$ cat config.mk
export PLATFORM = sky130hd
export DESIGN_NAME = sid_validator
export DESIGN_NICKNAME = d
export VERILOG_FILES = /design/src/rtl/sid_pkg.sv /design/src/rtl/sid_pair_track.sv /design/src/rtl/sid_seq_check.sv /design/src/rtl/sid_result.sv /design/src/rtl/sid_validator.sv
export SDC_FILE = /design/constraint.sdc
export NUM_CORES = 1
export LEC_CHECK = 0
export BUFFER_PORTS_ARGS = -buffer_cell sky130_fd_sc_hd__buf_2
export CAP_MARGIN = 20
export CORE_MARGIN = 2
export CORE_UTILIZATION = 31
export CTS_BUF_LIST = sky130_fd_sc_hd__clkbuf_16
export DETAILED_ROUTE_END_ITERATION = 6
export PLACE_DENSITY = 0.49
export REMOVE_ABC_BUFFERS = 1
export SETUP_SLACK_MARGIN = 0.1
export SKIP_CTS_REPAIR_TIMING = 1
export SYNTH_ARGS = -nofsm -noshare
export SYNTH_HDL_FRONTEND = slang
export SYNTH_SLANG_ARGS = --single-unit
$ cat constraint.sdc
create_clock -name clk -period 4.95 [get_ports clk]
set_clock_uncertainty 0.2 [all_clocks]
set_input_delay 0.99 -clock clk [delete_from_list [all_inputs] [get_ports clk]]
set_output_delay 0.99 -clock clk [all_outputs]
set_load 0.05 [all_outputs]
$ cat src/rtl/sid_pkg.sv
package sid_pkg;
    localparam int QW       = 32;
    localparam int ID_W     = 6;
    localparam int GAP_W    = 6;
    localparam int SEQ_W    = 3;
    localparam int NPORT    = 3;
    localparam int ERR_W    = 4;

    localparam logic [ID_W-1:0] ID_NONE = '1;
    localparam logic [1:0]      PORT_PARENT = 2'b10;

    localparam logic [ERR_W-1:0] ERR_NONE   = 4'h0;
    localparam logic [ERR_W-1:0] ERR_ROOT   = 4'h1;
    localparam logic [ERR_W-1:0] ERR_ORDER  = 4'h2;
    localparam logic [ERR_W-1:0] ERR_INV    = 4'h3;
    localparam logic [ERR_W-1:0] ERR_TWOGAP = 4'h4;
    localparam logic [ERR_W-1:0] ERR_ONEGAP = 4'h5;
    localparam logic [ERR_W-1:0] ERR_EXTID  = 4'h6;
    localparam logic [ERR_W-1:0] ERR_PAIR   = 4'h7;
    localparam logic [ERR_W-1:0] ERR_TAG    = 4'h8;
    localparam logic [ERR_W-1:0] ERR_GAP    = 4'hF;

    typedef struct packed {
        logic [1:0]       tag;
        logic [ID_W-1:0]  phy;
        logic             ext;
        logic             link;
        logic [GAP_W-1:0] gap;
        logic [3:0]       pad0;
        logic             contend;
        logic [4:0]       pad1;
        logic [2*NPORT-1:0] ports;
    } sid_quad_t;

    function automatic logic tag_ok(input logic [1:0] t);
        return (t == 2'b01) || (t == 2'b10);
    endfunction

    function automatic logic [SEQ_W-1:0] ext_seq(input logic [QW-1:0] q);
        return q[22:20];
    endfunction
endpackage

$ cat src/rtl/sid_pair_track.sv
module sid_pair_track
    import sid_pkg::*;
(
    input  logic          clk,
    input  logic          rst,
    input  logic          q_valid,
    input  logic [QW-1:0] q_data,
    input  logic          phase_end,
    output logic          data_stb,
    output logic          inv_bad,
    output logic          pending
);
    logic          pend_q;
    logic [QW-1:0] held_q;

    assign data_stb = q_valid && !phase_end && !pend_q;
    assign inv_bad  = q_valid && !phase_end && pend_q && (q_data != ~held_q);
    assign pending  = pend_q;

    always_ff @(posedge clk) begin
        if (rst || phase_end) begin
            pend_q <= 1'b0;
        end else if (q_valid) begin
            pend_q <= !pend_q;
        end
        if (rst) begin
            held_q <= '0;
        end else if (data_stb) begin
            held_q <= q_data;
        end
    end

    AST_PEND_CLEAR: assert property (@(posedge clk) disable iff (rst)
        phase_end |=> !pending);
endmodule

$ cat src/rtl/sid_seq_check.sv
module sid_seq_check
    import sid_pkg::*;
(
    input  logic             clk,
    input  logic             rst,
    input  logic             phase_end,
    input  logic             data_stb,
    input  logic [QW-1:0]    q_data,
    output logic [ERR_W-1:0] quad_err,
    output logic [ID_W-1:0]  node_total,
    output logic [ID_W-1:0]  irm_cand,
    output logic             root_bad
);
    sid_quad_t        q;
    logic             have_q;
    logic [ID_W-1:0]  last_q;
    logic [GAP_W-1:0] gap_q;
    logic [SEQ_W-1:0] seq_q;
    logic             irm_ok_q;
    logic [ID_W-1:0]  irm_q;
    logic             root_q;
    logic [ID_W:0]    exp_id;
    logic [ID_W:0]    cur_id;
    logic [NPORT-1:0] par_vec;

    assign q      = sid_quad_t'(q_data);
    assign exp_id = have_q ? ({1'b0, last_q} + 1'b1) : '0;
    assign cur_id = {1'b0, q.phy};

    for (genvar i = 0; i < NPORT; i++) begin : g_port
        assign par_vec[i] = (q.ports[2*i +: 2] == PORT_PARENT);
    end

    always_comb begin
        quad_err = ERR_NONE;
        if (data_stb) begin
            if (!tag_ok(q.tag)) begin
                quad_err = ERR_TAG;
            end else if (!q.ext) begin
                if (q.phy == ID_NONE || cur_id < exp_id)
                    quad_err = ERR_ORDER;
                else if (cur_id == exp_id + 1'b1)
                    quad_err = ERR_ONEGAP;
                else if (cur_id > exp_id + 1'b1)
                    quad_err = ERR_TWOGAP;
                else if (have_q && q.gap != gap_q)
                    quad_err = ERR_GAP;
            end else begin
                if (!have_q || q.phy != last_q || ext_seq(q_data) != seq_q)
                    quad_err = ERR_EXTID;
            end
        end
    end

    always_ff @(posedge clk) begin
        if (rst || phase_end) begin
            have_q   <= 1'b0;
            last_q   <= '0;
            gap_q    <= '0;
            seq_q    <= '0;
            irm_ok_q <= 1'b0;
            irm_q    <= '0;
            root_q   <= 1'b0;
        end else if (data_stb && quad_err == ERR_NONE) begin
            if (!q.ext) begin
                have_q <= 1'b1;
                last_q <= q.phy;
                seq_q  <= '0;
                root_q <= |par_vec;
                if (!have_q) gap_q <= q.gap;
                if (q.link && q.contend) begin
                    irm_ok_q <= 1'b1;
                    irm_q    <= q.phy;
                end
            end else begin
                seq_q <= seq_q + 1'b1;
            end
        end
    end

    assign node_total = have_q ? last_q + 1'b1 : '0;
    assign irm_cand   = irm_ok_q ? irm_q : ID_NONE;
    assign root_bad   = root_q;

    AST_LEGAL_CODE: assert property (@(posedge clk) disable iff (rst)
        !(quad_err > ERR_TAG && quad_err < ERR_GAP));
    AST_IDS_RISE: assert property (@(posedge clk) disable iff (rst)
        (have_q && !phase_end && !(data_stb && quad_err == ERR_NONE && !q.ext))
        |=> $stable(last_q));
endmodule

$ cat src/rtl/sid_result.sv
module sid_result
    import sid_pkg::*;
#(
    parameter int              BUSW     = 10,
    parameter logic [BUSW-1:0] BUS_INIT = '1
) (
    input  logic             clk,
    input  logic             rst,
    input  logic             phase_end,
    input  logic [ERR_W-1:0] quad_err,
    input  logic             inv_bad,
    input  logic             pending,
    input  logic             root_bad,
    input  logic [ID_W-1:0]  node_total,
    input  logic [ID_W-1:0]  irm_cand,
    input  logic [ID_W-1:0]  local_phy_id,
    input  logic             bus_we,
    input  logic [BUSW-1:0]  bus_wdata,
    output logic [ERR_W-1:0] err_code,
    output logic [ID_W-1:0]  node_count,
    output logic [ID_W-1:0]  node_num,
    output logic [ID_W-1:0]  irm_id,
    output logic [BUSW-1:0]  bus_num
);
    logic [ERR_W-1:0] first_q;
    logic [ERR_W-1:0] final_err;

    always_comb begin
        if (first_q != ERR_NONE)  final_err = first_q;
        else if (pending)         final_err = ERR_PAIR;
        else if (root_bad)        final_err = ERR_ROOT;
        else                      final_err = ERR_NONE;
    end

    always_ff @(posedge clk) begin
        if (rst || phase_end) begin
            first_q <= ERR_NONE;
        end else if (first_q == ERR_NONE) begin
            if (inv_bad)                   first_q <= ERR_INV;
            else if (quad_err != ERR_NONE) first_q <= quad_err;
        end
    end

    always_ff @(posedge clk) begin
        if (rst) begin
            err_code   <= ERR_NONE;
            node_count <= '0;
            node_num   <= ID_NONE;
            irm_id     <= ID_NONE;
        end else if (phase_end) begin
            err_code <= final_err;
            if (final_err == ERR_NONE) begin
                node_count <= node_total;
                node_num   <= local_phy_id;
                irm_id     <= irm_cand;
            end else begin
                node_count <= '0;
                node_num   <= ID_NONE;
                irm_id     <= ID_NONE;
            end
        end
    end

    always_ff @(posedge clk) begin
        if (rst)         bus_num <= BUS_INIT;
        else if (bus_we) bus_num <= bus_wdata;
    end

    AST_FIRST_STICKY: assert property (@(posedge clk) disable iff (rst)
        (first_q != ERR_NONE && !phase_end) |=> first_q == $past(first_q));
    AST_BUS_HOLD: assert property (@(posedge clk) disable iff (rst)
        !bus_we |=> $stable(bus_num));
    AST_RESULTS_HOLD: assert property (@(posedge clk) disable iff (rst)
        !phase_end |=> ($stable(err_code) && $stable(node_count) && $stable(irm_id)));
endmodule

$ cat src/rtl/sid_validator.sv
module sid_validator
    import sid_pkg::*;
#(
    parameter int              BUSW     = 10,
    parameter logic [BUSW-1:0] BUS_INIT = '1
) (
    input  logic             clk,
    input  logic             rst,
    input  logic             q_valid,
    input  logic [QW-1:0]    q_data,
    input  logic             phase_end,
    input  logic [ID_W-1:0]  local_phy_id,
    input  logic             bus_we,
    input  logic [BUSW-1:0]  bus_wdata,
    output logic [ERR_W-1:0] err_code,
    output logic [ID_W-1:0]  node_count,
    output logic [ID_W-1:0]  node_num,
    output logic [ID_W-1:0]  irm_id,
    output logic [BUSW-1:0]  bus_num
);
    logic             data_stb;
    logic             inv_bad;
    logic             pending;
    logic [ERR_W-1:0] quad_err;
    logic [ID_W-1:0]  node_total;
    logic [ID_W-1:0]  irm_cand;
    logic             root_bad;

    sid_pair_track u_pair (
        .clk(clk), .rst(rst), .q_valid(q_valid), .q_data(q_data),
        .phase_end(phase_end), .data_stb(data_stb), .inv_bad(inv_bad),
        .pending(pending)
    );

    sid_seq_check u_seq (
        .clk(clk), .rst(rst), .phase_end(phase_end), .data_stb(data_stb),
        .q_data(q_data), .quad_err(quad_err), .node_total(node_total),
        .irm_cand(irm_cand), .root_bad(root_bad)
    );

    sid_result #(.BUSW(BUSW), .BUS_INIT(BUS_INIT)) u_res (
        .clk(clk), .rst(rst), .phase_end(phase_end), .quad_err(quad_err),
        .inv_bad(inv_bad), .pending(pending), .root_bad(root_bad),
        .node_total(node_total), .irm_cand(irm_cand),
        .local_phy_id(local_phy_id), .bus_we(bus_we), .bus_wdata(bus_wdata),
        .err_code(err_code), .node_count(node_count), .node_num(node_num),
        .irm_id(irm_id), .bus_num(bus_num)
    );

    AST_ERR_FORCES: assert property (@(posedge clk) disable iff (rst)
        (err_code != 4'h0) |-> (node_count == 6'd0 && irm_id == 6'h3F));
endmodule

Word-level counts from Yosys, hierarchy flattened:

Cells that the tools add are included.

* bits in registers: 93
* bits in latches: 0
* bits in writable memories: 0
* ROM bits: 0
* bits of input ports: 53
* memories: 0

* add/subtract/negate cells: 4
* multipliers: 0
* divide/modulo/power cells: 0
* order comparisons: 2
* equality and inequality tests: 11
* shift-type cells: 0
* multiplexer cells: 20
* bitwise operators: 3
* reduce and logical (&&, ||, !) cells: 26

Operator list (count)
* two-way mux 4 bit: 11
* != test 32 bit: 1
* NOT 32 bit: 1
* two-way mux 6 bit: 5
* logical NOT 4 bit: 3
* != test 6 bit: 2
* equality test 2 bit, second input constant: 4
* nonzero test 4 bit: 2
* adder 6 x 1 -> 7 bit, second input constant: 1
* adder 7 x 1 -> 7 bit, second input constant: 1
* equality test 6 x 7 -> 1 bit: 1
* > comparator 6 x 7 -> 1 bit: 1
* logical AND 1 bit: 7
* < comparator 6 x 7 -> 1 bit: 1
* two-way mux 7 bit: 1
* adder 6 x 1 -> 6 bit, second input constant: 1
* equality test 6 bit, second input constant: 1
* two-way mux 3 bit: 2
* AND reduction 3 bit: 2
* logical OR 1 bit: 5
* AND reduction 2 bit: 2
* adder 3 x 1 -> 3 bit, second input constant: 1
* logical NOT 1 bit: 3
* != test 3 bit: 1
* 5 further kinds: 6

Longest topological paths before layout:

* depth after elaboration: 13
* mapped depth: 16

Hierarchy:

A second synthesis with hierarchy kept.

* cell total of the unflattened synthesis: 582
* area, all modules: 4828.4 um^2

By module, submodules not included
* sid_seq_check: instances 1, cells each 242, area each 1884.3 um^2, sequential area each 480.5 um^2
* sid_pair_track: instances 1, cells each 188, area each 1522.7 um^2, sequential area each 660.6 um^2
* sid_result: instances 1, cells each 152, area each 1421.4 um^2, sequential area each 720.7 um^2

Least setup slack after synthesis:

Ideal clock, no wire load.

* path kind: register to register
* start: reg u_seq.last_q[0]
* end: reg u_seq.last_q[0]
* arrival: 3.366 ns
* data required time: 4.627 ns
* slack: 1.260 ns
* stages on the path, launching flop included: 15
* clock period less this slack: 3.690 ns
* cells stage by stage: dfxtp_1 -> ha_1 -> xor2_1 -> nand2_1 -> or3_1 -> nor3_1 -> xnor2_1 -> ha_1 -> nand3_1 -> o31ai_1 -> o211ai_4 -> a21o_2 -> or3_1 -> buf_2 -> mux2i_1

* cells in the longest elaborated chain, start to end: 13

RTL lines
* start, declared: line sid_seq_check.sv:16 `logic [ID_W-1:0] last_q;`
* start signal, assigned: line sid_seq_check.sv:67 `last_q <= q.phy;`
* adder 6 x 1 -> 7 bit: line sid_seq_check.sv:27 `assign exp_id = have_q ? ({1'b0, last_q} + 1'b1) : '0;`
* two-way mux 7 bit: line sid_seq_check.sv:27
* adder 7 x 1 -> 7 bit: line sid_seq_check.sv:42, sid_seq_check.sv:44
* > comparator 6 x 7 -> 1 bit: line sid_seq_check.sv:44 `else if (cur_id > exp_id + 1'b1)`
* two-way mux 4 bit: line sid_seq_check.sv:44
* two-way mux 4 bit: line sid_seq_check.sv:42 `else if (cur_id == exp_id + 1'b1)`
* two-way mux 4 bit: line sid_seq_check.sv:40 `if (q.phy == ID_NONE || cur_id < exp_id)`
* two-way mux 4 bit *: line sid_seq_check.sv:39 `end else if (!q.ext) begin`
* two-way mux 4 bit *: line sid_seq_check.sv:37 `if (!tag_ok(q.tag)) begin`
* two-way mux 4 bit *: line sid_seq_check.sv:36 `if (data_stb) begin`
* logical NOT 4 bit *: line sid_seq_check.sv:64 `end else if (data_stb && quad_err == ERR_NONE) begin`
* logical AND 1 bit *: line sid_seq_check.sv:64
* AND reduction 2 bit (no line) *

Every way passes the cells marked *; elsewhere a longest branch is shown, timed or not.
A chain may end at the register's enable or synchronous reset.

Worst setup path in the final report:

* start: reg u_seq.last_q[0]
* end: reg u_seq.last_q[3]

The elaborated chain is that of the path after synthesis.

==> impl_metrics.ini <==
[status]
run_status = complete, no violations

[clock_network]
clock_sinks = 93
clock_tree.htree_level_count = 3
cts_tree = done
cts_root_buf = sky130_fd_sc_hd__clkbuf_16
clock_tree.buffer_depth = 2
worst_skew_pair.late_latency_ns = 0.35
cts_inserted_buffers = 9
reg_clk_slew_reported_paths_ns = 0.07

[synth]
synth-xor-area-share = 0.107
synth_enable_flop_cells = 0
synth-adder-area-share = 0.0411
synthesis.instances = 528
synth-compound-area-share = 0.154
synth.yosys.warnings = 0
largest_family_of_logic_cells_by_synthesized_area = simple AND/OR/NAND/NOR gates
synth.area.mux_share = 0.0463
synth_simple_gate_area_share = 0.199
syn_area_per_cell_um2 = 8.65
synth_top_flop_cell = sky130_fd_sc_hd__dfxtp_1
postSynthRegisterBits = 93
mappedNetlistArea_um2 = 4570
asyncSetResetFlopFracSynth = 0
yosysSeqAreaShare = 0.408
synth_cell_types = 55

[detailed_routing]
remaining_drc_errors = 0
drtIter0Drc = 144
post_drt_wl_per_cell_um = 14.0
drt_pass1_iterations = 4
vias = 3788
detail_route.wirelength_mm = 10.9
drtAntennaViolNets = 0
vias_per_cell = 4.84

[global_route]
overflow = 0
grt_util_all_layers = 0.145
antenna_found_initial = 0
first_pass_grt_wire_length_mm = 18.2
first_global_vias = 3658
largest_net_degree_at_the_start_of_global_routing = 50

[floorplanning]
core_um2 = 14500
floorplan.rows = 44
initial_utilization = 0.316
i_o_pins = 85
dieWidth_um = 125
die_height_um = 125
die_area_um2 = 15700

[worst_setup_path]
setup.reg_to_reg.worst_slack_ns = 0.82
worst-endpoint-arrival_ns = 4.15
timing.setup.critical_path_class = reg -> reg
crit_buf_inv = 0
critical_path.cell_chain = ha_1 -> xor2_1 -> nand2_1 -> or3_1 -> nor3_1 -> xnor2_1 -> ha_1 -> nand3_1 -> o31ai_1 -> o211ai_4 -> a21o_2 -> or3_1 -> mux2i_1
cp_num_cells = 13
crit_path_max_incr_delay_ns = 0.51
reg2reg_from = u_seq.last_q[0]
path_delay_family = simple AND/OR/NAND/NOR gates
cp_data_required_time_ns = 4.97
regToRegEndpoint = u_seq.last_q[3]
critical_path.max_fanout = 8
worst_setup_path_end_kind = register
timing.critical_path.slowest_stage_cell = sky130_fd_sc_hd__or3_1
critPathLaunchType = register
worst-r2r-cell-count = 13

[power_and_ir_drop]
p_comb_frac = 0.130
relative_contribution_of_sequential_cells_to_total_power = 0.464
power_per_cell_area_nw_per_um2 = 315
power.net_switching_mw = 0.457
ir_worst_vdd_mv = 0.182
power.leakage_nw = 2.19
switching_fraction = 0.269
cell_internal_pwr_mw = 1.24
clock_network_fraction_of_total_power = 0.406

[sta]
maxClockFrequency_mhz = 242
period_needed_ns = 4.13
slew_headroom = 0.357
hold_slack_ns = 0.252
tns_ns = 0
hold_viol = 0
number_of_max_slew_violations_in_the_final_report = 0
ratio_of_final_minimum_period_to_clock_period = 0.834
setup_violations = 0
tightestPinTransition_ns = 0.964
rsz_0062_raised_after_global_routing = no

[layout]
share_of_cells_above_drive_strength_1 = 0.195
fin_util = 0.372
nNetsFinal = 662
num_antenna_cells = 0
multi_input_comb_area_um2 = 2510
finish.cell_count_without_fillers = 783
areaGrowthSynthToFinish_pct = 18.0
most_common_cell_after_layout_fill_and_taps_aside = sky130_fd_sc_hd__nand2_1
most_used_cells_in_the_layout_excluding_fill_and_tap_cells = 108 x sky130_fd_sc_hd__nand2_1, 93 x sky130_fd_sc_hd__dfxtp_1, 84 x sky130_fd_sc_hd__buf_2
fill_count = 1504
seq_area_um2 = 1860

[placement]
hpwl_mm = 7.99
portBuffers = 84
place_congestion = 0.796
placedCellCount = 767

[worst_hold_path]
timing.hold.worst.start = u_res.node_count[0]
hold_end = u_res.node_count[0]
timing.hold.worst_path_depth = 2
hold_path_class = reg -> reg

[run]
cap_violations = 0
per-stage QoR:
stage	total power [mW]	setup WS (ns)	instance area, um^2
finish	1.70	0.823	5390
global route	1.78	0.504	5390
detailed placement	1.03	0.852	5100
CTS	1.72	0.823	5390
floorplan	0.942	0.364	4420
global placement	1.03	0.966	5100
power by group through the flow:
stage	combinational (mW)	clock, mW	sequential, mW
after floorplan	0.100	0	0.841
after global placement	0.221	0	0.805
after detailed placement	0.224	0	0.806
after CTS	0.225	0.710	0.789
after global routing	0.245	0.740	0.792
final	0.221	0.690	0.789
routing by layer:
metal / global-route usage / share of wire / up-vias
met5: 0 / 0 / -
met4: 0.0660 / 0.022 / 0
met3: 0.0270 / 0.038 / 15
met2: 0.234 / 0.47 / 62
met1: 0.187 / 0.47 / 1765
li1: - / - / 1946
tightest hold or removal path, delay by kind of cell (launching register included):
kind            cells  cell delay, ns
flops               1            0.32
simple gates        1            0.04
compound gates      1            0.05
worst max-delay path by stage:
stage	from	endpoint
floorplan	phase_end	u_seq.root_bad
global placement	u_seq.last_q[0]	u_seq.last_q[0]
detailed placement	u_seq.last_q[0]	u_seq.last_q[4]
CTS	u_seq.last_q[0]	u_seq.last_q[3]
global route	u_seq.last_q[0]	u_seq.last_q[2]
finish	u_seq.last_q[0]	u_seq.last_q[3]
state kept, by name, indices dropped and copies added (netlist names), 6 cells and up:
register and count:
u_seq.irm_q 6, u_res.node_num 6, u_seq.last_q 6, u_pair.held_q 32, u_res.bus_num 10, u_res.irm_id 6
u_res.node_count 6, u_seq.gap_q 6
kinds of logic after synthesis:
logic type | Yosys count
AOI/OAI and AO/OA | 106
xor gates and xnor gates | 56
adders and majority gates | 15
buffers and inverters | 46
DFF | 93
muxes | 21
and+or+nand+nor | 191
cells in the mapped netlist (2+ instances only):
library cell / instances / area (um^2)
sky130_fd_sc_hd__or4_4: 2 / 22.5
sky130_fd_sc_hd__clkbuf_1: 25 / 93.8
sky130_fd_sc_hd__nand2b_1: 5 / 31.3
sky130_fd_sc_hd__buf_2: 2 / 10.0
sky130_fd_sc_hd__nor2_1: 17 / 63.8
sky130_fd_sc_hd__nor3_1: 4 / 20.0
sky130_fd_sc_hd__o31ai_1: 2 / 15.0
sky130_fd_sc_hd__a211oi_1: 5 / 37.5
sky130_fd_sc_hd__a21oi_1: 44 / 220
sky130_fd_sc_hd__o22a_1: 12 / 105
sky130_fd_sc_hd__or2_2: 2 / 12.5
sky130_fd_sc_hd__nor4_1: 4 / 25.0
sky130_fd_sc_hd__nand4_1: 14 / 87.6
sky130_fd_sc_hd__mux2i_1: 20 / 200
sky130_fd_sc_hd__xnor2_1: 18 / 158
sky130_fd_sc_hd__a31oi_1: 3 / 18.8
sky130_fd_sc_hd__nor3b_1: 2 / 15.0
sky130_fd_sc_hd__nand3_1: 7 / 35.0
sky130_fd_sc_hd__dfxtp_1: 93 / 1860
sky130_fd_sc_hd__o21a_1: 2 / 15.0
sky130_fd_sc_hd__buf_1: 2 / 7.51
sky130_fd_sc_hd__o21ai_0: 16 / 80.1
sky130_fd_sc_hd__a21o_1: 2 / 15.0
sky130_fd_sc_hd__inv_1: 13 / 48.8
sky130_fd_sc_hd__nand4b_1: 2 / 17.5
sky130_fd_sc_hd__nand2_1: 108 / 405
sky130_fd_sc_hd__xor2_1: 38 / 333
sky130_fd_sc_hd__o22ai_1: 2 / 12.5
sky130_fd_sc_hd__a211o_1: 10 / 87.6
sky130_fd_sc_hd__or3_1: 2 / 12.5
sky130_fd_sc_hd__nand3b_1: 2 / 15.0
sky130_fd_sc_hd__nor2b_1: 11 / 68.8
sky130_fd_sc_hd__ha_1: 15 / 188
layout make-up:
type	count	share of cell area
timing repair buffer	87	0.0822
sequential	93	0.345
clock inverter	7	0.0125
inverter	14	0.00975
tap	184	0.0427
clock buffer	9	0.0418
multi-input combinational	389	0.466
(Power assumes the default switching activity.)
